**config.mk**
```make
export PLATFORM = sky130hd
export DESIGN_NAME = nn_scaler
export DESIGN_NICKNAME = d
export VERILOG_FILES = /design/src/rtl/scl_pkg.sv /design/src/rtl/scl_cfg.sv /design/src/rtl/nn_step.sv /design/src/rtl/scl_linebuf.sv /design/src/rtl/nn_scaler.sv
export SDC_FILE = /design/constraint.sdc
export NUM_CORES = 2
export LEC_CHECK = 0
export CAP_MARGIN = 20
export CELL_PAD_IN_SITES_DETAIL_PLACEMENT = 1
export CELL_PAD_IN_SITES_GLOBAL_PLACEMENT = 2
export CORE_MARGIN = 2
export CORE_UTILIZATION = 35
export CTS_CLUSTER_DIAMETER = 30
export DETAILED_ROUTE_END_ITERATION = 8
export DONT_BUFFER_PORTS = 1
export MAX_ROUTING_LAYER = met4
export PLACE_DENSITY = 0.6
export SYNTH_ARGS = -nofsm -noshare
export SYNTH_HDL_FRONTEND = slang
export SYNTH_HIERARCHICAL = 1
export SYNTH_SLANG_ARGS = --single-unit
```
**constraint.sdc**
```tcl
create_clock -name clk -period 10.3 [get_ports clk]
set_clock_uncertainty 0.15 [all_clocks]
set_input_delay 2.06 -clock clk [delete_from_list [all_inputs] [get_ports clk]]
set_output_delay 2.06 -clock clk [all_outputs]
set_load 0.005 [all_outputs]
```
**src/rtl/scl_pkg.sv**
```systemverilog
package scl_pkg;
  typedef enum logic [1:0] {ST_IDLE, ST_LOAD, ST_CHK, ST_EMIT} scl_st_e;
  localparam logic [2:0] A_IN_W  = 3'd0;
  localparam logic [2:0] A_IN_H  = 3'd1;
  localparam logic [2:0] A_OUT_W = 3'd2;
  localparam logic [2:0] A_OUT_H = 3'd3;
  localparam logic [2:0] A_CLR   = 3'd4;
  localparam logic [2:0] A_BYP   = 3'd5;
endpackage

```
**src/rtl/scl_cfg.sv**
```systemverilog
module scl_cfg
  import scl_pkg::*;
#(
  parameter int DW = 12,
  parameter int DEF_IN_W = 8,
  parameter int DEF_IN_H = 4,
  parameter int DEF_OUT_W = 8,
  parameter int DEF_OUT_H = 4,
  parameter logic [1:0] DEF_BYP = 2'b00
) (
  input  logic          clk,
  input  logic          rst_n,
  input  logic          we,
  input  logic [2:0]    addr,
  input  logic [DW-1:0] wdata,
  output logic [DW-1:0] in_w,
  output logic [DW-1:0] in_h,
  output logic [DW-1:0] out_w,
  output logic [DW-1:0] out_h,
  output logic [1:0]    byp,
  output logic          clr
);
  logic en_iw, en_ih, en_ow, en_oh, en_byp;

  always_comb begin
    en_iw  = we && (addr == A_IN_W);
    en_ih  = we && (addr == A_IN_H);
    en_ow  = we && (addr == A_OUT_W);
    en_oh  = we && (addr == A_OUT_H);
    en_byp = we && (addr == A_BYP);
    clr    = we && (addr == A_CLR);
  end

  always_ff @(posedge clk or negedge rst_n) begin
    if (!rst_n) begin
      in_w  <= DW'(DEF_IN_W);
      in_h  <= DW'(DEF_IN_H);
      out_w <= DW'(DEF_OUT_W);
      out_h <= DW'(DEF_OUT_H);
      byp   <= DEF_BYP;
    end else begin
      if (en_iw)  in_w  <= wdata;
      if (en_ih)  in_h  <= wdata;
      if (en_ow)  out_w <= wdata;
      if (en_oh)  out_h <= wdata;
      if (en_byp) byp   <= wdata[1:0];
    end
  end
endmodule

```
**src/rtl/nn_step.sv**
```systemverilog
module nn_step #(
  parameter int DW = 12
) (
  input  logic          clk,
  input  logic          rst_n,
  input  logic          init,
  input  logic          take,
  input  logic          adv,
  input  logic [DW-1:0] init_src,
  input  logic [DW-1:0] init_dst,
  output logic          hit,
  output logic [DW-1:0] src_q,
  output logic [DW-1:0] dst_q,
  output logic [DW-1:0] cnt_q,
  output logic [DW-1:0] idx_q
);
  localparam int AW = 2 * DW + 1;

  // acc_q tracks cnt*src, bnd_q tracks (idx+1)*dst
  logic [AW-1:0] acc_q, acc_d, bnd_q, bnd_d;
  logic [DW-1:0] src_d, dst_d, cnt_d, idx_d;
  logic          en;

  assign hit = (acc_q < bnd_q) && (cnt_q < dst_q);

  always_comb begin
    en    = init | take | adv;
    acc_d = acc_q;
    bnd_d = bnd_q;
    src_d = src_q;
    dst_d = dst_q;
    cnt_d = cnt_q;
    idx_d = idx_q;
    if (init) begin
      src_d = init_src;
      dst_d = init_dst;
      acc_d = '0;
      bnd_d = AW'(init_dst);
      cnt_d = '0;
      idx_d = '0;
    end else begin
      if (take) begin
        acc_d = acc_q + AW'(src_q);
        cnt_d = cnt_q + 1'b1;
      end
      if (adv) begin
        bnd_d = bnd_q + AW'(dst_q);
        idx_d = idx_q + 1'b1;
      end
    end
  end

  always_ff @(posedge clk or negedge rst_n) begin
    if (!rst_n) begin
      acc_q <= '0;
      bnd_q <= '0;
      src_q <= '0;
      dst_q <= '0;
      cnt_q <= '0;
      idx_q <= '0;
    end else if (en) begin
      acc_q <= acc_d;
      bnd_q <= bnd_d;
      src_q <= src_d;
      dst_q <= dst_d;
      cnt_q <= cnt_d;
      idx_q <= idx_d;
    end
  end

  // an output is only produced for a source index that maps to it
  p_take_hit_r2: assert property (@(posedge clk) disable iff (!rst_n)
    take |-> hit);
  // producing and advancing never happen together
  p_take_adv_excl_r2: assert property (@(posedge clk) disable iff (!rst_n)
    !(take && adv));
  // the output count never passes the output size
  p_cnt_limit_r1: assert property (@(posedge clk) disable iff (!rst_n)
    cnt_q <= dst_q);
endmodule

```
**src/rtl/scl_linebuf.sv**
```systemverilog
module scl_linebuf #(
  parameter int DEPTH = 64,
  parameter int PW = 24,
  localparam int LAW = (DEPTH > 1) ? $clog2(DEPTH) : 1
) (
  input  logic           clk,
  input  logic           we,
  input  logic [LAW-1:0] waddr,
  input  logic [PW-1:0]  wdata,
  input  logic [LAW-1:0] raddr,
  output logic [PW-1:0]  rdata
);
  logic [PW-1:0] mem [DEPTH];

  always_ff @(posedge clk) begin
    if (we) mem[waddr] <= wdata;
  end

  assign rdata = mem[raddr];
endmodule

```
**src/rtl/nn_scaler.sv**
```systemverilog
module nn_scaler
  import scl_pkg::*;
#(
  parameter int DW = 12,
  parameter int PW = 24,
  parameter int MAX_IN_W = 64,
  parameter int MAX_OUT_W = 128,
  parameter int DEF_IN_W = 8,
  parameter int DEF_IN_H = 4,
  parameter int DEF_OUT_W = 8,
  parameter int DEF_OUT_H = 4,
  parameter logic [1:0] DEF_BYP = 2'b00
) (
  input  logic          clk,
  input  logic          rst_n,
  input  logic          cfg_we,
  input  logic [2:0]    cfg_addr,
  input  logic [DW-1:0] cfg_wdata,
  input  logic          in_valid,
  output logic          in_ready,
  input  logic [PW-1:0] in_data,
  input  logic          in_sof,
  input  logic          in_eol,
  input  logic [1:0]    in_fmt,
  output logic          out_valid,
  input  logic          out_ready,
  output logic [PW-1:0] out_data,
  output logic          out_sof,
  output logic          out_eol,
  output logic          err_flag
);
  localparam int LAW = (MAX_IN_W > 1) ? $clog2(MAX_IN_W) : 1;

  // reset: asserted asynchronously, released on a clock edge
  logic [1:0] rs_q;
  logic       rst_sn;
  always_ff @(posedge clk or negedge rst_n) begin
    if (!rst_n) rs_q <= '0;
    else        rs_q <= {rs_q[0], 1'b1};
  end
  assign rst_sn = rs_q[1];

  logic [DW-1:0] c_iw, c_ih, c_ow, c_oh, e_ow, e_oh;
  logic [1:0]    c_byp;
  logic          c_clr, cfg_bad;

  scl_cfg #(.DW(DW), .DEF_IN_W(DEF_IN_W), .DEF_IN_H(DEF_IN_H),
            .DEF_OUT_W(DEF_OUT_W), .DEF_OUT_H(DEF_OUT_H), .DEF_BYP(DEF_BYP)) u_cfg (
    .clk(clk), .rst_n(rst_sn), .we(cfg_we), .addr(cfg_addr), .wdata(cfg_wdata),
    .in_w(c_iw), .in_h(c_ih), .out_w(c_ow), .out_h(c_oh), .byp(c_byp), .clr(c_clr));

  always_comb begin
    e_ow    = c_byp[0] ? c_iw : c_ow;
    e_oh    = c_byp[1] ? c_ih : c_oh;
    cfg_bad = (c_iw == '0) || (c_iw > DW'(MAX_IN_W)) || (c_ih == '0) ||
              (e_ow == '0) || (e_ow > DW'(MAX_OUT_W)) || (e_oh == '0) ||
              (in_fmt != 2'd0);
  end

  scl_st_e       st_q, st_d;
  logic [DW-1:0] wptr_q, wptr_d, s_iw_q, s_iw_d, s_ow_q, s_ow_d;
  logic          sof_pend_q, sof_pend_d, err_q, err_d;
  logic          v_init, v_adv, v_hit, h_init, h_take, h_adv, h_hit, line_done;
  logic [DW-1:0] v_src, v_dst, v_cnt, v_idx, h_src, h_dst, h_cnt, h_idx;
  logic          buf_we;
  logic [LAW-1:0] buf_waddr;

  nn_step #(.DW(DW)) u_vstep (
    .clk(clk), .rst_n(rst_sn), .init(v_init), .take(line_done), .adv(v_adv),
    .init_src(c_ih), .init_dst(e_oh), .hit(v_hit),
    .src_q(v_src), .dst_q(v_dst), .cnt_q(v_cnt), .idx_q(v_idx));

  nn_step #(.DW(DW)) u_hstep (
    .clk(clk), .rst_n(rst_sn), .init(h_init), .take(h_take), .adv(h_adv),
    .init_src(s_iw_q), .init_dst(s_ow_q), .hit(h_hit),
    .src_q(h_src), .dst_q(h_dst), .cnt_q(h_cnt), .idx_q(h_idx));

  scl_linebuf #(.DEPTH(MAX_IN_W), .PW(PW)) u_buf (
    .clk(clk), .we(buf_we), .waddr(buf_waddr), .wdata(in_data),
    .raddr(h_idx[LAW-1:0]), .rdata(out_data));

  assign in_ready  = (st_q == ST_IDLE) || (st_q == ST_LOAD);
  assign out_valid = (st_q == ST_EMIT) && h_hit;
  assign out_eol   = out_valid && (h_cnt == h_dst - 1'b1);
  assign out_sof   = out_valid && sof_pend_q;
  assign h_take    = out_valid && out_ready;
  assign h_adv     = (st_q == ST_EMIT) && !h_hit;
  assign line_done = h_take && (h_cnt == h_dst - 1'b1);
  assign err_flag  = err_q;

  always_comb begin
    st_d       = st_q;
    wptr_d     = wptr_q;
    s_iw_d     = s_iw_q;
    s_ow_d     = s_ow_q;
    sof_pend_d = sof_pend_q;
    err_d      = err_q;
    v_init     = 1'b0;
    v_adv      = 1'b0;
    h_init     = 1'b0;
    buf_we     = 1'b0;
    buf_waddr  = wptr_q[LAW-1:0];
    if (c_clr) err_d = 1'b0;
    unique case (st_q)
      ST_IDLE: begin
        if (in_valid && in_sof) begin
          if (cfg_bad) begin
            err_d = 1'b1;
          end else begin
            v_init     = 1'b1;
            s_iw_d     = c_iw;
            s_ow_d     = e_ow;
            sof_pend_d = 1'b1;
            buf_we     = 1'b1;
            buf_waddr  = '0;
            wptr_d     = DW'(1);
            st_d       = in_eol ? ST_CHK : ST_LOAD;
          end
        end
      end
      ST_LOAD: begin
        if (in_valid) begin
          buf_we = wptr_q < DW'(MAX_IN_W);
          wptr_d = wptr_q + 1'b1;
          if (in_eol) st_d = ST_CHK;
        end
      end
      ST_CHK: begin
        wptr_d = '0;
        if (v_hit) begin
          h_init = 1'b1;
          st_d   = ST_EMIT;
        end else begin
          v_adv = 1'b1;
          st_d  = (v_idx == v_src - 1'b1) ? ST_IDLE : ST_LOAD;
        end
      end
      ST_EMIT: begin
        if (line_done) st_d = ST_CHK;
      end
      default: st_d = ST_IDLE;
    endcase
    if (h_take) sof_pend_d = 1'b0;
  end

  always_ff @(posedge clk or negedge rst_sn) begin
    if (!rst_sn) begin
      st_q       <= ST_IDLE;
      wptr_q     <= '0;
      s_iw_q     <= '0;
      s_ow_q     <= '0;
      sof_pend_q <= 1'b0;
      err_q      <= 1'b0;
    end else begin
      st_q       <= st_d;
      wptr_q     <= wptr_d;
      s_iw_q     <= s_iw_d;
      s_ow_q     <= s_ow_d;
      sof_pend_q <= sof_pend_d;
      err_q      <= err_d;
    end
  end

  // a stalled output beat holds
  p_hold_r12: assert property (@(posedge clk) disable iff (!rst_sn)
    (out_valid && !out_ready) |=> (out_valid && $stable(out_data) &&
                                   $stable(out_eol) && $stable(out_sof)));
  // the flag only falls on a clear write
  p_err_sticky_r8: assert property (@(posedge clk) disable iff (!rst_sn)
    (err_flag && !(cfg_we && cfg_addr == A_CLR)) |=> err_flag);
  // a rejected field start leaves the block idle with the flag set
  p_reject_r5: assert property (@(posedge clk) disable iff (!rst_sn)
    (st_q == ST_IDLE && in_valid && in_sof && cfg_bad) |=> (err_flag && !out_valid));
  // start-of-field marks one beat only
  p_sof_once_r3: assert property (@(posedge clk) disable iff (!rst_sn)
    (out_valid && out_ready) |=> !out_sof);
endmodule

```
==> summary.md <==
| Metric | Value |
|---|---|
| Max clock buf depth | `4` |
| PostCTS Resize Cnt | `0` |
| Switching power | `5.975 mW` |
| Clock-pin slew on the worst setup and hold paths | `40 ps` |
| Reg-to-reg startpoint | `u_cfg/byp[0]$_DFFE_PN0P_` |
| Crit-path cells | `buf_4 -> buf_4 -> mux4_2 -> mux2_2 -> o22ai_1 -> o21ai_0` |
| I/O pins | `77` |
| Crit Path Max Fanout | `38` |
| Critical Path RT | `roughly 8100 ps` |
| Worst-Skew Late Latency | `950 ps` |
| Worst R2R Setup Slack | `4380 ps` |
| Logic depth of the worst path, buffers included | `6` |
| Worst setup path startpoint | `u_hstep/idx_q[0]$_DFFE_PN0P_` |
| Hold crit path type | `register to async pin` |
| Worst setup SP type | `register` |
| Setup Buffers After CTS | `0` |
| Achievable clock frequency | `0.1386 GHz` |
| Max Cap Viol | `0` |
| Crit end category | `primary output` |
| Via-per-instance ratio | `5.303` |
| Wire per inst | `27.08 µm` |
| Pre-antenna DRT Iters | `7` |
| Clk pwr share | `0.554` |
| CP Class | `register to primary output` |
| Die ar. | `about 220000 µm²` |
| GRT Util Overall | `0.1990` |
| Die X | `between 400 and 500 µm` |
| ANT nets after route | `0` |
| Total grt overflow | `0` |
| Worst-margin pin slew | `1288 ps` |
| Final wirelength | `roughly 210000 µm` |
| Die height | `roughly 470 µm` |
| Placed wire-length estimate | `between 100000 and 150000 µm` |
| Critical path endpoint | `out_data[18]` |
| R2R cell count | `10` |
| R2r endpoint | `u_buf/mem[6][13]$_DFFE_PP_` |
| Min cycle time layout | `a little over 7000 ps` |
| Cells after synthesis | `between 4k and 5k` |
| Post-synthesis net count | `4514` |
| Largest net degree at the start of global routing | `a little under 90` |
| Cell Area, Synth | `roughly 76000 µm²` |
| Clk root buf | `clkbuf_16` |
| Row cnt | `171` |
| Synth Area per Inst | `17.55 µm²` |
| CP dominant cell by count | `buf_4` |
| Synth warn | `6` |
| Leakage power | `32.49 nW` |
| Nets | `4851` |
| Core area | `216500 µm²` |
| Fillers | `20.62k` |
| Post-CTS Hold Fix Bufs | `0` |
| GPL Wtd Cong | `0.8459` |
| Unrepaired setup endpoints after global routing | `false` |
| Power share of the combinational group | `0.113` |
| PwrDens | `262.9 nW/µm²` |
| First-pass GRT wire length | `315900 µm` |
| Worst Path Buf+Inv | `2` |
| Rel. slew slack | `0.1373` |
| Final Cycle Share | `0.7006` |
| Placed Cells incl. Taps | `7077` |
| CTS sink cnt | `between 1.5k and 2k` |
| Vias in the first global route | `45.55k` |
| H-tree Lvls | `5` |
| Internal Power | `roughly 19 mW` |
| Outcome | `completed` |
| Remaining DRCs | `0` |
| Switching fraction of total power | `0.2404` |
| Cts bufs inserted | `441` |
| Final cell count without fillers | `7886` |
| CTS tree | `built` |
| Cell family with most CP delay | `buffers and inverters` |
| Slew Limit Fails | `0` |
| Detailed Route Iter0 Violations | `2923` |
| Final hold violations | `0` |
| Total number of vias | `approximately 42k` |
| Crit path arrival time | `5010 ps` |
| Slowest stage delay, CP | `920 ps` |
| Worst path slowest cell | `dfrtp_4` |
| Synthesis-to-finish area growth | `24.36%` |
| Register share of total power | `0.334` |
| Layout cells sized above 1 | `0.2773` |
| Initial core utilization | `0.3512` |
| Peak supply drop | `0.2006 mV` |
| Port Buf Inserts | `0` |
| Fin Setup TNS | `0 ps` |
| Setup violators final | `0` |
| Initial antenna violation count | `8` |
==> area by class of cell <==
type                    instances  area [µm²]  share of cell area
flip-flops and latches       1818       53210              0.5627
multi-input cells            2215       21740              0.2299
clock buffers                 538       11760              0.1243
well taps                    2854        3571             0.03777
clock inverters               262        3127             0.03307
repair buffers                 91       753.2            0.007966
inverters                     103       386.6            0.004089
diodes                          5       12.51           0.0001323
==> cells in the final DEF (no fill, tap or decap), types with 67 or more instances in the layout <==
master	instances
a21oi_1	128
buf_4	86
clkbuf_16	445
clkinv_2	67
dfrtp_1	271
edfxtp_1	1536
ha_1	129
inv_1	101
mux2_2	124
mux2i_1	132
mux4_2	355
nand2_1	168
nor2_1	154
o21ai_0	125
xnor2_1	69
==> how the worst min path moves through the flow <==
stage | start | to | slack, ps | cells after the start
floorplan | rs_q[0]$_DFF_PN0_ | rs_q[1]$_DFF_PN0_ | 180 | 0
global placement | rs_q[0]$_DFF_PN0_ | rs_q[1]$_DFF_PN0_ | 180 | 0
detailed placement | rs_q[0]$_DFF_PN0_ | rs_q[1]$_DFF_PN0_ | 190 | 0
CTS | rs_q[0]$_DFF_PN0_ | rs_q[1]$_DFF_PN0_ | 210 | 0
global route | rs_q[0]$_DFF_PN0_ | rs_q[1]$_DFF_PN0_ | 210 | 0
finish | rs_q[1]$_DFF_PN0_ | u_vstep/acc_q[12]$_DFFE_PN0P_ | 190 | 0
==> power groups by stage <==
stage / combinational [mW] / sequential, mW / clock, mW
after floorplan: 2.03 / 8.33 / 0
after detailed placement: 2.88 / 8.42 / 0
after CTS: 2.89 / 8.30 / 14.0
after global routing: 3.02 / 8.31 / 14.4
final: 2.80 / 8.29 / 13.8
after global placement: 2.86 / 8.42 / 0
==> sequential cells by signal, summed over array words and instances, names as in the netlist, 25 cells and up <==
register	cells
u_vstep/acc_q	25
u_buf/mem	1536
u_vstep/bnd_q	25
u_hstep/acc_q	25
u_hstep/bnd_q	25
==> metrics by stage <==
step | cell area [µm²] | setup WS [ps] | total power, mW | hold WS [ps] | util
after floorplan | 76030 | 1716 | 10.36 | 181.2 | -
after global placement | 79600 | 3381 | 11.28 | 183.3 | 0.3676
after detailed placement | 79600 | 3256 | 11.30 | 189.5 | 0.3676
after CTS | 94480 | 2808 | 25.19 | 205.4 | 0.4363
after global routing | 94550 | 2725 | 25.71 | 206.9 | 0.4367
final | 94550 | 3084 | 24.85 | 186.0 | 0.4367
==> worst reg2reg max path, delay by kind of cell, from the launching register on <==
family                 cells  cell delay (ps)
DFF                        1              590
AOI/OAI and AO/OA          2              480
and+or+nand+nor            7             4020
buffers and inverters      1              390
==> per-layer routing <==
metal,vias up,GRT usage,wire length (µm),share of wire
met5,-,-,0,0
met4,0,0.05989,5189,0.024
met3,343,0.03966,11180,0.052
met2,1041,0.3185,104800,0.49
met1,22240,0.2564,92380,0.43
li1,18200,-,-,-
No activity file was read; power rests on OpenSTA's default activity.
